==> src/rtl/acd_pkg.sv <==
package acd_pkg;

    localparam int NSRC  = 3;
    localparam int CNT_W = 7;
    localparam int SEL_W = 2;

    typedef enum logic [SEL_W-1:0] {
        SRC_LOW  = 2'd0,
        SRC_MID  = 2'd1,
        SRC_HIGH = 2'd2,
        SRC_OFF  = 2'd3
    } src_sel_e;

    typedef struct packed {
        src_sel_e    src;
        logic [4:0]  mcode;
        logic [3:0]  scode;
        logic        master;
    } clk_cfg_t;

    function automatic clk_cfg_t unpack_cfg(input logic [31:0] w);
        clk_cfg_t c;
        c.src    = src_sel_e'(w[31:30]);
        c.mcode  = w[28:24];
        c.scode  = w[23:20];
        c.master = w[19];
        return c;
    endfunction

    // MCLK ratio: four reserved odd/special codes, else 2*(code+1)
    function automatic logic [CNT_W-1:0] mclk_ratio(input logic [4:0] code);
        case (code)
            5'h14:   return CNT_W'(1);
            5'h13:   return CNT_W'(3);
            5'h12:   return CNT_W'(5);
            5'h0E:   return CNT_W'(14);
            default: return (CNT_W'(code) + CNT_W'(1)) << 1;
        endcase
    endfunction

    // SCLK ratio: two special codes, else 2*(code+1)
    function automatic logic [CNT_W-1:0] sclk_ratio(input logic [3:0] code);
        case (code)
            4'h8:    return CNT_W'(1);
            4'h9:    return CNT_W'(3);
            default: return (CNT_W'(code) + CNT_W'(1)) << 1;
        endcase
    endfunction

endpackage

==> src/rtl/acd_src_mux.sv <==
module acd_src_mux #(
    parameter int N     = 3,
    parameter int SEL_W = 2
) (
    input  logic [SEL_W-1:0] sel,
    input  logic [N-1:0]     ticks,
    output logic             tick
);
    always_comb begin
        tick = 1'b0;
        for (int i = 0; i < N; i++) begin
            if (sel == SEL_W'(i)) tick = ticks[i];
        end
    end
endmodule

==> src/rtl/acd_stage.sv <==
module acd_stage #(
    parameter int CW = 7,
    parameter int AW = 1
) (
    input  logic          clk,
    input  logic          rst,
    input  logic          en,
    input  logic          in_tick,
    input  logic [CW-1:0] div_new,
    input  logic [AW-1:0] aux_new,
    output logic          out_tick,
    output logic          lvl,
    output logic [AW-1:0] aux_cur
);
    logic [CW-1:0] cnt_q;
    logic [CW-1:0] div_q;
    logic [CW-1:0] half;
    logic          lvl_q;
    logic          at_term;

    assign half    = CW'((div_q + CW'(1)) >> 1);
    assign at_term = (cnt_q == div_q - CW'(1));

    always_ff @(posedge clk) begin
        if (rst) begin
            cnt_q   <= '0;
            lvl_q   <= 1'b0;
            div_q   <= div_new;
            aux_cur <= aux_new;
        end else if (!en) begin
            cnt_q   <= '0;
            lvl_q   <= 1'b0;
            div_q   <= div_new;
            aux_cur <= aux_new;
        end else if (in_tick) begin
            lvl_q <= (cnt_q < half);
            if (at_term) begin
                cnt_q   <= '0;
                div_q   <= div_new;
                aux_cur <= aux_new;
            end else begin
                cnt_q <= cnt_q + CW'(1);
            end
        end
    end

    assign out_tick = en && in_tick && (cnt_q == '0) && !rst;
    assign lvl      = lvl_q && en;
endmodule

==> src/rtl/audio_clkdiv_top.sv <==
module audio_clkdiv_top
    import acd_pkg::*;
(
    input  logic        clk,
    input  logic        rst,
    input  logic [31:0] cfg_word,
    input  logic [2:0]  src_tick,
    output logic        mclk_tick,
    output logic        mclk_lvl,
    output logic        sclk_tick,
    output logic        sclk_lvl
);
    clk_cfg_t         cfg;
    logic [SEL_W-1:0] sel_cur;
    logic             m_en;
    logic             m_in;
    logic             s_master_cur;
    logic             s_en;
    logic             unused_cfg_bits;

    assign cfg             = unpack_cfg(cfg_word);
    assign unused_cfg_bits = ^{cfg_word[29], cfg_word[18:0]};

    assign m_en = (sel_cur != SRC_OFF);
    assign s_en = m_en && s_master_cur;

    acd_src_mux #(.N(NSRC), .SEL_W(SEL_W)) u_mux (
        .sel   (sel_cur),
        .ticks (src_tick),
        .tick  (m_in)
    );

    acd_stage #(.CW(CNT_W), .AW(SEL_W)) u_mstage (
        .clk      (clk),
        .rst      (rst),
        .en       (m_en),
        .in_tick  (m_in),
        .div_new  (mclk_ratio(cfg.mcode)),
        .aux_new  (cfg.src),
        .out_tick (mclk_tick),
        .lvl      (mclk_lvl),
        .aux_cur  (sel_cur)
    );

    acd_stage #(.CW(CNT_W), .AW(1)) u_sstage (
        .clk      (clk),
        .rst      (rst),
        .en       (s_en),
        .in_tick  (mclk_tick),
        .div_new  (sclk_ratio(cfg.scode)),
        .aux_new  (cfg.master),
        .out_tick (sclk_tick),
        .lvl      (sclk_lvl),
        .aux_cur  (s_master_cur)
    );
endmodule

==> config.mk <==
export PLATFORM = sky130hd
export DESIGN_NAME = audio_clkdiv_top
export DESIGN_NICKNAME = d
export VERILOG_FILES = /design/src/rtl/acd_pkg.sv /design/src/rtl/acd_src_mux.sv /design/src/rtl/acd_stage.sv /design/src/rtl/audio_clkdiv_top.sv
export SDC_FILE = /design/constraint.sdc
export NUM_CORES = 1
export LEC_CHECK = 0
export ABC_CLOCK_PERIOD_IN_PS = 2400
export BUFFER_PORTS_ARGS = -buffer_cell sky130_fd_sc_hd__buf_2
export CAP_MARGIN = 20
export CORE_MARGIN = 2
export CORE_UTILIZATION = 53
export CTS_BUF_LIST = sky130_fd_sc_hd__clkbuf_4 sky130_fd_sc_hd__clkbuf_8
export DETAILED_ROUTE_END_ITERATION = 8
export PLACE_DENSITY = 0.88
export SETUP_SLACK_MARGIN = 0.3
export SYNTH_ARGS = -nofsm -noshare
export SYNTH_HDL_FRONTEND = slang
export SYNTH_SLANG_ARGS = --single-unit
==> constraint.sdc <==
create_clock -name clk -period 2.4 [get_ports clk]
set_input_delay 0.24 -clock clk [delete_from_list [all_inputs] [get_ports clk]]
set_output_delay 0.24 -clock clk [all_outputs]
set_load 0.05 [all_outputs]
==> results of run 1 <==
==> registers in the layout (all words and copies together) (netlist names) <==
signal	count
u_mstage.aux_cur	2
u_mstage.cnt_q	7
u_mstage.div_q	7
u_mstage.lvl_q	1
u_sstage.aux_cur	1
u_sstage.cnt_q	7
u_sstage.div_q	6
u_sstage.lvl_q	1
==> worst register-to-register path, delay by kind of cell, from the launching register on <==
family / cells / cell delay, ps
AOI/OAI and AO/OA: 3 / 650
adders and majority gates: 1 / 190
DFF: 1 / 420
buffers and inverters: 4 / 550
and+or+nand+nor: 2 / 480
==> kinds of logic (layout without fill, tap and decap cells) <==
group | after synthesis | count (layout)
AND/OR/NAND/NOR | 105 | 106
XOR/XNOR | 39 | 39
flip-flops | 32 | 32
AO/OA/AOI/OAI | 43 | 43
buffers and inverters | 29 | 84
adder cells (fa/ha/maj) | 24 | 24
multiplexers | 7 | 7
==> metal layers <==
layer / track usage / vias to the layer above / part of all wire
li1: - / 1105 / -
met1: 0.377 / 1243 / 0.37
met2: 0.468 / 257 / 0.47
met3: 0.0357 / 64 / 0.11
met4: 0.188 / 0 / 0.061
met5: 0 / - / 0
==> stage by stage <==
stage | hold slack (ps) | area (um^2) | std cells | utilization
after floorplan | 339 | 2620 | 279 | -
after global placement | 416 | 2810 | 353 | 0.600
after global routing | 122 | 3280 | 389 | 0.699
after detailed placement | 419 | 2810 | 353 | 0.600
after CTS | 130 | 3140 | 381 | 0.669
final | 120 | 3280 | 389 | 0.699
==> cells in the final DEF, fill, tap and decap left out, types with 10 or more instances in the layout <==
cell	netlist	layout
sky130_fd_sc_hd__inv_1	17	15
sky130_fd_sc_hd__nand2_1	17	17
sky130_fd_sc_hd__nand3_1	18	17
sky130_fd_sc_hd__dfxtp_1	16	13
sky130_fd_sc_hd__ha_1	24	20
sky130_fd_sc_hd__edfxtp_1	16	16
sky130_fd_sc_hd__a21oi_1	10	10
sky130_fd_sc_hd__buf_4	0	35
sky130_fd_sc_hd__xnor2_1	26	25
sky130_fd_sc_hd__buf_2	4	19
sky130_fd_sc_hd__xor2_1	13	13
sky130_fd_sc_hd__nor2_1	16	15
==> power by group <==
group	switching, mW	total [mW]	internal (mW)
registers	0.0526	0.665	0.613
clock network	0.220	0.429	0.209
logic	0.280	0.528	0.247
total	0.553	1.62	1.07
==> worst paths after layout <==
| kind | start | depth (start not counted) | to | slack, ps |
|---|---|---|---|---|
| hold / removal | cfg_word[19] | 1 | u_sstage.aux_cur$_DFFE_PP_ | 120 |
| setup reg to reg | u_sstage.div_q[0]$_DFFE_PP_ | 10 | u_sstage.cnt_q[6]$_SDFFE_PP0P_ | -30 |
| hold reg to reg | u_sstage.lvl_q$_SDFFE_PP0P_ | 2 | u_sstage.lvl_q$_SDFFE_PP0P_ | 510 |
| setup / recovery | u_sstage.div_q[0]$_DFFE_PP_ | 10 | u_sstage.cnt_q[6]$_SDFFE_PP0P_ | -30 |
==> layout make-up <==
cell class	count	area (um^2)
tap	54	67.6
sequential	32	805
inverter	17	63.8
timing repair buffer	59	418
fill	279	1410
multi-input combinational	219	1840
clock buffer	6	76.3
clock inverter	2	7.51
==> what timing repair did <==
action | 4_1_cts | 5_1_grt
gates resized for setup | 20 | 19
cloned | 1 | 0
pin swaps | 18 | 17
endpoints found under the setup margin | 33 | 32
hold buffers | 0 | 0
setup buffers | 19 | 8
==> results.rst, run 1 <==
.. list-table::
   :header-rows: 1

   * - Metric
     - Value
   * - Outcome
     - finished with violations
   * - Violations in the final reports
     - negative setup slack
   * - Critical path capture point type
     - flop
   * - Area delta synth->final
     - 27.7%
   * - # IOs
     - 41
   * - Clock tree from TritonCTS
     - done
   * - Fraction of synthesized cell area in xor and xnor cells
     - 0.133
   * - Adder-cell share of the synthesized area
     - 0.117
   * - GRT overflow
     - 0
   * - Share of layout cells above drive strength 1
     - 0.328
   * - Commonest cells in the netlist
     - sky130_fd_sc_hd__xnor2_1 (26), sky130_fd_sc_hd__ha_1 (24), sky130_fd_sc_hd__nand3_1 (18)
   * - Relative slew slack
     - 0.611
   * - Number of synthesized flops with an enable pin
     - 16
   * - Max Root-Sink Buffers
     - 2
   * - Setup violation total in the final timing report
     - 13
   * - Via density per instance
     - 6.86
   * - Share of the yosys chip area belonging to registers
     - 0.312
   * - Most frequent CP cell
     - sky130_fd_sc_hd__buf_4
   * - Synth area leader
     - sky130_fd_sc_hd__edfxtp_1
   * - Cell with the biggest individual delay on the critical path
     - sky130_fd_sc_hd__edfxtp_1
   * - Leak pwr
     - 1.33 nW
   * - Global router's overall resource usage
     - 0.295
   * - Final period utilization
     - 1.01
   * - Areal power density over the cells
     - 495 nW/um^2
   * - Synth Area in Compound Gates
     - 0.130
   * - Core region area
     - 4690 um^2
   * - Drt initial violations
     - roughly 290
   * - Simple-gate share of the synthesized area
     - 0.229
   * - Number of max-cap violations
     - 0
   * - Worst Path Class, Setup
     - reg2reg
   * - Number of buffers created by CTS
     - 5
   * - Number of antenna violations at the first check in global routing
     - 0
   * - Average size of a mapped cell
     - 9.20 um^2
   * - Maximum VDD drop
     - ~0.00045 V
   * - Initial DRT Pass Iterations
     - 7
   * - Max frequency
     - about 400 MHz
   * - Crit-path max cell delay
     - around 420 ps
   * - Tightest Pin Transition
     - around 580 ps
   * - Synthesized cell area
     - 2570 um^2
   * - Routability-driven placement congestion ratio
     - ~0.81
   * - Combinational family with the most area after synthesis
     - simple AND/OR/NAND/NOR gates
   * - Height of the die
     - 73.6 um
   * - Predominant post-synthesis flop cell
     - sky130_fd_sc_hd__edfxtp_1
   * - Number of clock sinks
     - 32
   * - Synthesis warning total
     - 0
   * - Clock tree root driver cell
     - sky130_fd_sc_hd__clkbuf_8
   * - Starting density of the core
     - 0.547
   * - DIE AREA
     - between 5000 and 6000 um^2
   * - Number of routed nets with antenna violations
     - 0
   * - Vias post-DR
     - 2,669
   * - I/O Buffers
     - 20
   * - Avg WL per Cell
     - 22.9 um
   * - Top delay family on crit path
     - compound AO/OA/AOI/OAI gates
   * - Shortest clock period the worst path allows after layout
     - 2430 ps
   * - Syn nets
     - 340
   * - Detailed-placement wirelength estimate
     - 3940 um
   * - Share of the synthesized area in the top cell type
     - 0.187
   * - Post-synthesis mux area share
     - 0.0288
   * - Number of global-route vias before repair
     - 2,441
   * - Setup total negative slack
     - -99.5 ps
   * - Proportion of register bits with asynchronous set or reset after synthesis
     - 0
   * - Cell types with the largest area share after synthesis
     - sky130_fd_sc_hd__edfxtp_1 (19%), sky130_fd_sc_hd__dfxtp_1 (12%), sky130_fd_sc_hd__ha_1 (12%)
   * - Drt total wl
     - 8920 um
   * - Data arrival, critical path
     - 2570 ps
   * - Antenna cell count
     - 0
   * - Worst setup SP type
     - flop
   * - Most used standard cell by instance count after synthesis
     - sky130_fd_sc_hd__xnor2_1
   * - RSZ-0062 raised after global routing
     - yes
   * - Fin worst setup slack
     - -27.6 ps
   * - Clock transition at the registers of the reported paths
     - roughly 70 ps
   * - Total number of placement rows
     - 25
   * - Number of hold violations in the final report
     - 0
   * - Clock insertion delay at the later pin of the skew report
     - 300 ps
   * - Required time of the critical path
     - 2550 ps
   * - Netlist cell types
     - 44
   * - Count of pins over their slew limit
     - 0
   * - Cell breakdown of the critical path
     - inv_1, ha_2, nor3b_4, buf_4, or3_4, a31o_4, a221oi_4, buf_4, buf_8, a211oi_2
   * - Worst hold path class
     - in2reg
   * - Final Net Count
     - 395
   * - Pre-CTS setup slack
     - -15.4 ps
   * - Post-detailed-route DRC marker count
     - 0
   * - Post-Syn Instances
     - 279
   * - H-tree depth
     - 2
   * - Crit path max fanout
     - 6
   * - Count of buffering cells on the critical path with inverters included
     - 4
   * - Pin count of the biggest net entering global routing
     - 12
   * - Layout Skew
     - 12.1 ps
   * - X dimension of the die
     - 73.6 um
   * - Power Total
     - 1.62 mW
   * - Total of flip-flops plus latches after synthesis
     - 32
   * - First-pass GRT wire length
     - 12,000 um
Note: power is estimated with default switching activity, not from simulation.
==> run 2, diff against run 1 <==
--- a/config.mk
+++ b/config.mk
@@ -6,13 +6,15 @@
 export NUM_CORES = 1
 export LEC_CHECK = 0
 export ABC_CLOCK_PERIOD_IN_PS = 2400
-export BUFFER_PORTS_ARGS = -buffer_cell sky130_fd_sc_hd__buf_2
+export BUFFER_PORTS_ARGS = -buffer_cell sky130_fd_sc_hd__buf_4
 export CAP_MARGIN = 20
 export CORE_MARGIN = 2
 export CORE_UTILIZATION = 53
 export CTS_BUF_LIST = sky130_fd_sc_hd__clkbuf_4 sky130_fd_sc_hd__clkbuf_8
+export CTS_CLUSTER_SIZE = 28
 export DETAILED_ROUTE_END_ITERATION = 8
 export PLACE_DENSITY = 0.88
+export RECOVER_POWER = 50
 export SETUP_SLACK_MARGIN = 0.3
 export SYNTH_ARGS = -nofsm -noshare
 export SYNTH_HDL_FRONTEND = slang
==> results.rst, run 2 (same netlist as run 1, synthesis figures left out) <==
.. list-table::
   :header-rows: 1

   * - Metric
     - Value
   * - Outcome
     - finished with violations
   * - Violations in the final reports
     - negative setup slack
   * - H-tree depth
     - 2
   * - Commonest non-fill, non-tap cells in the layout
     - sky130_fd_sc_hd__buf_4 (42), sky130_fd_sc_hd__xnor2_1 (24), sky130_fd_sc_hd__ha_1 (21)
   * - Max Root-Sink Buffers
     - 2
   * - Leak pwr
     - 1.33 nW
   * - Pin count of the biggest net entering global routing
     - 16
   * - X dimension of the die
     - 73.6 um
   * - Setup violation total in the final timing report
     - 10
   * - Clock insertion delay at the later pin of the skew report
     - 300 ps
   * - Setup total negative slack
     - -184 ps
   * - Post-detailed-route DRC marker count
     - 0
   * - Number of hold violations in the final report
     - 0
   * - Maximum VDD drop
     - 0.000441 V
   * - Worst setup SP type
     - flop
   * - Number of routed nets with antenna violations
     - 0
   * - Number of global-route vias before repair
     - between 2,000 and 2,500
   * - Multi-input gate area in the final layout
     - around 1900 um^2
   * - Antenna cell count
     - 0
   * - Drt total wl
     - 8870 um
   * - Core region area
     - roughly 4700 um^2
   * - Fin worst setup slack
     - -22.5 ps
   * - Routability-driven placement congestion ratio
     - 0.855
   * - Final Net Count
     - approximately 400
   * - Relative slew slack
     - 0.596
   * - GRT overflow
     - 0
   * - Area delta synth->final
     - 30.6%
   * - Clock tree from TritonCTS
     - done
   * - Via density per instance
     - roughly 7
   * - Global router's overall resource usage
     - 0.253
   * - Total non-filler cell area in the finished layout
     - about 3400 um^2
   * - Share of layout cells above drive strength 1
     - 0.307
   * - Count of pins over their slew limit
     - 0
   * - Max frequency
     - around 410 MHz
   * - Vias post-DR
     - 2,667
   * - Avg WL per Cell
     - 22.7 um
   * - Sequential Area
     - 801 um^2
   * - Clock transition at the registers of the reported paths
     - 80 ps
   * - Pre-CTS setup slack
     - 20.6 ps
   * - # IOs
     - 41
   * - Shortest clock period the worst path allows after layout
     - 2420 ps
   * - Data arrival, critical path
     - roughly 2400 ps
   * - Total number of placement rows
     - 25
   * - Required time of the critical path
     - 2410 ps
   * - Height of the die
     - 73.6 um
   * - Number of buffers created by CTS
     - 5
   * - Leading registers by flop count
     - u_mstage.cnt_q (7), u_mstage.div_q (7), u_sstage.cnt_q (7)
   * - Total cell area at the placement stage
     - 2890 um^2
   * - Areal power density over the cells
     - 486 nW/um^2
   * - Critical path capture point type
     - flop
   * - Final period utilization
     - 1.01
   * - Tightest Pin Transition
     - 609 ps
   * - First-pass GRT wire length
     - 10,700 um
   * - Most common library cell in the layout ignoring fill and taps
     - sky130_fd_sc_hd__buf_4
   * - Final-layout fill cell count
     - 269
   * - RSZ-0062 raised after global routing
     - yes
   * - Number of max-cap violations
     - 0
   * - Crit path max fanout
     - 4
   * - Number of clock sinks
     - 32
   * - Starting density of the core
     - 0.547
   * - Drt initial violations
     - 313
   * - Layout Skew
     - about 12 ps
   * - Worst Path Class, Setup
     - reg2reg
   * - Post-Route Hold Slack
     - 140 ps
   * - Detailed-placement wirelength estimate
     - 4090 um
   * - Initial DRT Pass Iterations
     - 5
   * - DIE AREA
     - 5420 um^2
   * - Number of antenna violations at the first check in global routing
     - 0
   * - Worst hold path class
     - in2reg
   * - Clock tree root driver cell
     - sky130_fd_sc_hd__clkbuf_8
   * - I/O Buffers
     - 20
-- run 2: per-layer routing --
layer | wire length [um] | vias up | GRT usage
li1 | - | 1113 | -
met1 | 3150 | 1238 | 0.317
met2 | 4300 | 245 | 0.439
met3 | 810 | 71 | 0.0302
met4 | 602 | 0 | 0.105
met5 | 0 | - | 0
-- run 2: repair_timing --
item / in CTS / in global routing
hold buffers: 0 / 0
buffers inserted: 11 / 14
endpoints found under the setup margin: 32 / 33
pin swaps: 14 / 18
gates resized for setup: 16 / 28
gates cloned: 1 / 0
hold endpoints to repair: 0 / 0
-- run 2: power breakdown --
group	total, mW	switching, mW	internal, mW
Clock	0.427	0.218	0.209
Combinational	0.538	0.283	0.255
Sequential	0.664	0.0519	0.613
-- run 2: path summary, 6_finish.rpt --
| check | cells after the start | startpoint | end | slack [ps] |
|---|---|---|---|---|
| setup reg to reg | 7 | u_mstage.div_q[0]$_DFFE_PP_ | u_mstage.div_q[4]$_DFFE_PP_ | -20 |
| setup / recovery | 7 | u_mstage.div_q[0]$_DFFE_PP_ | u_mstage.div_q[4]$_DFFE_PP_ | -20 |
| hold / removal | 1 | cfg_word[31] | u_mstage.aux_cur[1]$_DFFE_PP_ | 140 |
| hold reg to reg | 2 | u_sstage.lvl_q$_SDFFE_PP0P_ | u_sstage.lvl_q$_SDFFE_PP0P_ | 540 |
-- run 2: worst max-delay path, cell delays in order, from the launching register on --
cell and delay, ps:
sky130_fd_sc_hd__edfxtp_1 480, sky130_fd_sc_hd__inv_2 110, sky130_fd_sc_hd__ha_4 130, sky130_fd_sc_hd__nor3b_4 250, sky130_fd_sc_hd__buf_4 160, sky130_fd_sc_hd__nand4_1 150, sky130_fd_sc_hd__a2111oi_4 570, sky130_fd_sc_hd__nand2b_4 280
-- run 2: area by class of cell --
type                       instances  area share
clock buffer                       6      0.0228
clock inverter                     2     0.00224
inverter                          17      0.0190
multi-input combinational        219       0.557
sequential                        32       0.239
tap                               54      0.0202
timing repair buffer              60       0.140
-- run 2: through the flow --
stage | total power [mW] | cells | util
after floorplan | 0.947 | 279 | -
after global placement | 1.03 | 356 | 0.615
after detailed placement | 1.05 | 356 | 0.615
after CTS | 1.48 | 376 | 0.668
after global routing | 1.67 | 390 | 0.714
final | 1.63 | 390 | 0.714
==> run 3, diff against run 2 <==
--- a/config.mk
+++ b/config.mk
@@ -5,15 +5,16 @@
 export SDC_FILE = /design/constraint.sdc
 export NUM_CORES = 1
 export LEC_CHECK = 0
-export ABC_CLOCK_PERIOD_IN_PS = 2400
+export ABC_AREA = 1
+export ABC_CLOCK_PERIOD_IN_PS = 3000
 export BUFFER_PORTS_ARGS = -buffer_cell sky130_fd_sc_hd__buf_4
 export CAP_MARGIN = 20
 export CORE_MARGIN = 2
-export CORE_UTILIZATION = 53
+export CORE_UTILIZATION = 59
 export CTS_BUF_LIST = sky130_fd_sc_hd__clkbuf_4 sky130_fd_sc_hd__clkbuf_8
 export CTS_CLUSTER_SIZE = 28
 export DETAILED_ROUTE_END_ITERATION = 8
-export PLACE_DENSITY = 0.88
+export PLACE_DENSITY = 0.93
 export RECOVER_POWER = 50
 export SETUP_SLACK_MARGIN = 0.3
 export SYNTH_ARGS = -nofsm -noshare
==> constraint.sdc (replaced) <==
create_clock -name clk -period 3 [get_ports clk]
set_input_delay 0.3 -clock clk [delete_from_list [all_inputs] [get_ports clk]]
set_output_delay 0.3 -clock clk [all_outputs]
set_load 0.05 [all_outputs]
==> results.rst, run 3 <==
.. list-table::
   :header-rows: 1

   * - Metric
     - Value
   * - RSZ-0062 raised after global routing
     - no
   * - Commonest non-fill, non-tap cells in the layout
     - sky130_fd_sc_hd__nand2_1 (51), sky130_fd_sc_hd__nor2_1 (51), sky130_fd_sc_hd__inv_1 (48)
   * - Clock transition at the registers of the reported paths
     - 70 ps
   * - Clock insertion delay at the later pin of the skew report
     - 290 ps
   * - Data arrival, critical path
     - 1960 ps
   * - Cts hold-fix bufs
     - 0
   * - Endpoint of the most critical setup path
     - mclk_tick
   * - Shortest clock period the worst path allows after layout
     - 2260 ps
   * - Number of synthesized flops with an enable pin
     - 16
   * - Max frequency
     - 443 MHz
   * - Count of buffering cells on the critical path with inverters included
     - 4
   * - Crit-path max cell delay
     - 470 ps
   * - Critical path capture point type
     - output port
   * - Number of antenna violations at the first check in global routing
     - 0
   * - Net Switching
     - 0.358 mW
   * - Cell Count Post-Placement
     - 391
   * - Proportion of power drawn by the clock network
     - 0.350
   * - Detailed-placement wirelength estimate
     - 3730 um
   * - Total of flip-flops plus latches after synthesis
     - 32
   * - Worst hold path class
     - in2reg
   * - DIE AREA
     - 4760 um^2
   * - Number of routed nets with antenna violations
     - 0
   * - Register-to-register setup slack
     - 760 ps
   * - Simple-gate share of the synthesized area
     - 0.294
   * - Number of hold violations in the final report
     - 0
   * - Worst setup SP type
     - flop
   * - Maximum VDD drop
     - 0.000324 V
   * - Required time of the critical path
     - 2700 ps
   * - Leak pwr
     - 1.32 nW
   * - Final Net Count
     - just over 400
   * - Combinational Power Share
     - 0.211
   * - Post-synthesis mux area share
     - 0
   * - Core region area
     - roughly 4000 um^2
   * - Combinational family with the most area after synthesis
     - simple AND/OR/NAND/NOR gates
   * - Drt initial violations
     - 167
   * - Synth area leader
     - sky130_fd_sc_hd__edfxtp_1
   * - Share of layout cells above drive strength 1
     - 0.0860
   * - Fin worst setup slack
     - around 740 ps
   * - Logic depth of the worst path, buffers included
     - 9
   * - Synthesis warning total
     - 0
   * - Number of max-cap violations
     - 0
   * - Routability-driven placement congestion ratio
     - 0.857
   * - Post-Syn Instances
     - about 330
   * - Synth Area in Compound Gates
     - 0.0502
   * - Cell breakdown of the critical path
     - inv_1, ha_1, inv_1, nor2_1, nand3_1, nor2_1, nand2_2, inv_1, clkbuf_1
   * - Post-cts repair resize count
     - 0
   * - Most frequent CP cell
     - sky130_fd_sc_hd__inv_1
   * - Commonest cells in the netlist
     - sky130_fd_sc_hd__nor2_1 (51), sky130_fd_sc_hd__nand2_1 (50), sky130_fd_sc_hd__inv_1 (48)
   * - Crit path max fanout
     - 6
   * - Most used standard cell by instance count after synthesis
     - sky130_fd_sc_hd__nor2_1
   * - Reg-to-Reg Start
     - u_mstage.div_q[0]$_DFFE_PP_
   * - Net Sw Frac
     - 0.297
   * - Layout Skew
     - 6.66 ps
   * - Count of pins over their slew limit
     - 0
   * - H-tree depth
     - 2
   * - Layout Cells excl Fill
     - 399
   * - Tightest Pin Transition
     - 642 ps
   * - Adder-cell share of the synthesized area
     - 0.120
   * - Setup fix buffers added after clock tree synthesis
     - 0
   * - Synthesized cell area
     - around 2500 um^2
   * - Starting density of the core
     - 0.619
   * - Startpoint of the most critical setup path
     - u_mstage.cnt_q[0]$_SDFFE_PP0P_
   * - Number of clock sinks
     - 32
   * - Post-detailed-route DRC marker count
     - 0
   * - Share of the yosys chip area belonging to registers
     - 0.321
   * - Fraction of synthesized cell area in xor and xnor cells
     - 0.123
   * - Average size of a mapped cell
     - 7.63 um^2
   * - Total non-filler cell area in the finished layout
     - around 2700 um^2
   * - Max Root-Sink Buffers
     - 2
   * - Share of the synthesized area in the top cell type
     - 0.193
   * - Antenna cell count
     - 0
   * - Outcome
     - finished, final reports clean
   * - Cell with the biggest individual delay on the critical path
     - sky130_fd_sc_hd__clkbuf_1
   * - Setup violation total in the final timing report
     - 0
   * - I/O Buffers
     - 20
   * - X dimension of the die
     - 69.0 um
   * - Reg2Reg Capture Point
     - u_mstage.div_q[5]$_DFFE_PP_
   * - Vias post-DR
     - 2,143
   * - Initial DRT Pass Iterations
     - 4
   * - Cell types with the largest area share after synthesis
     - sky130_fd_sc_hd__edfxtp_1 (19%), sky130_fd_sc_hd__dfxtp_1 (13%), sky130_fd_sc_hd__ha_1 (12%)
   * - Total cell area at the placement stage
     - between 2000 and 3000 um^2
   * - Setup total negative slack
     - 0 ps
   * - Avg WL per Cell
     - 12.6 um
   * - Int Pwr
     - 0.847 mW
   * - Height of the die
     - 69.0 um
   * - Top delay family on crit path
     - buffers and inverters
   * - First-pass GRT wire length
     - 8890 um
   * - Cell count of the worst reg-to-reg path
     - 8
   * - Pin count of the biggest net entering global routing
     - 17
   * - Leading registers by flop count
     - u_mstage.cnt_q (7), u_mstage.div_q (7), u_sstage.cnt_q (7)
   * - Via density per instance
     - 5.37
   * - Total number of placement rows
     - 23
   * - Final period utilization
     - 0.753
   * - Launch point of the worst hold path
     - cfg_word[19]
   * - Clock tree root driver cell
     - sky130_fd_sc_hd__clkbuf_8
   * - Proportion of register bits with asynchronous set or reset after synthesis
     - 0
   * - Global router's overall resource usage
     - 0.226
   * - GRT overflow
     - 0
   * - Netlist cell types
     - 32
   * - Clock tree from TritonCTS
     - done
   * - # IOs
     - 41
   * - Relative slew slack
     - 0.571
   * - Drt total wl
     - 5030 um
   * - Areal power density over the cells
     - 439 nW/um^2
   * - Syn nets
     - between 300 and 400
   * - Number of buffers created by CTS
     - 5
   * - Number of global-route vias before repair
     - ~2,100
   * - Predominant post-synthesis flop cell
     - sky130_fd_sc_hd__edfxtp_1
   * - Pre-CTS setup slack
     - 895 ps
   * - Worst Path Class, Setup
     - reg2out
   * - Area delta synth->final
     - 10.1%
   * - Seq pwr share
     - 0.439
run 3: changes by cell type after synthesis, moves of 6 or more:
cell                       previous run  this run
sky130_fd_sc_hd__nand3_1             18        31
sky130_fd_sc_hd__a211oi_1             9         1
sky130_fd_sc_hd__inv_1               17        48
sky130_fd_sc_hd__nor2_1              16        51
sky130_fd_sc_hd__xnor2_1             26        11
sky130_fd_sc_hd__xor2_1              13        24
sky130_fd_sc_hd__nand2b_1             6         0
sky130_fd_sc_hd__and3_1               7         0
sky130_fd_sc_hd__nand2_1             17        50
sky130_fd_sc_hd__clkbuf_1             6         0
run 3: worst min path at each step:
stage | end | slack, ps | depth (start not counted)
4_1_cts | u_mstage.aux_cur[0]$_DFFE_PP_ | 180 | 1
3_3_place_gp | u_mstage.aux_cur[0]$_DFFE_PP_ | 480 | 1
3_5_place_dp | u_mstage.aux_cur[0]$_DFFE_PP_ | 480 | 1
5_1_grt | u_mstage.aux_cur[1]$_DFFE_PP_ | 200 | 1
2_1_floorplan | u_mstage.aux_cur[0]$_DFFE_PP_ | 400 | 0
6_report | u_sstage.aux_cur$_DFFE_PP_ | 210 | 1
run 3: kinds of logic after synthesis:
kind of cell	after synthesis
adders and majority gates	24
AOI/OAI and AO/OA	20
xor gates and xnor gates	35
and+or+nand+nor	162
DFF	32
buffers and inverters	54
run 3: routing by layer:
metal | GRT usage | share of wire | wire, um | vias up
met5 | 0 | 0 | 0 | -
met4 | 0.113 | 0.027 | 136 | 0
met3 | 0.0278 | 0.044 | 223 | 13
met2 | 0.394 | 0.50 | 2490 | 60
met1 | 0.272 | 0.43 | 2180 | 972
li1 | - | - | - | 1098
run 3: cell type report:
cell class / instances / area [um^2]
Clock buffer: 6 / 76.3
Clock inverter: 2 / 35.0
Fill cell: 345 / 1280
Inverter: 48 / 180
Multi-Input combinational cell: 241 / 1460
Sequential cell: 32 / 801
Tap cell: 50 / 62.6
Timing Repair Buffer: 20 / 128
run 3: power by group through the flow:
stage / clock network, mW / registers [mW] / logic (mW)
after floorplan: 0 / 0.524 / 0.203
after global placement: 0 / 0.536 / 0.241
after detailed placement: 0 / 0.538 / 0.254
after CTS: 0.424 / 0.528 / 0.259
after global routing: 0.444 / 0.533 / 0.290
final: 0.422 / 0.529 / 0.254
run 3: stage by stage:
step            util  hold slack, ps  total power [mW]
4_1_cts        0.688             179              1.21
3_3_place_gp   0.660             479             0.777
5_1_grt        0.681             204              1.27
6_report       0.681             206              1.20
3_5_place_dp   0.660             479             0.792
2_1_floorplan      -             399             0.727
run 3: worst register-to-register path, delay by kind of cell, from the launching register on:
family | cells | cell delay (ps)
xor gates and xnor gates | 2 | 330
adders and majority gates | 1 | 240
buffers and inverters | 1 | 80
DFF | 1 | 460
and+or+nand+nor | 4 | 760
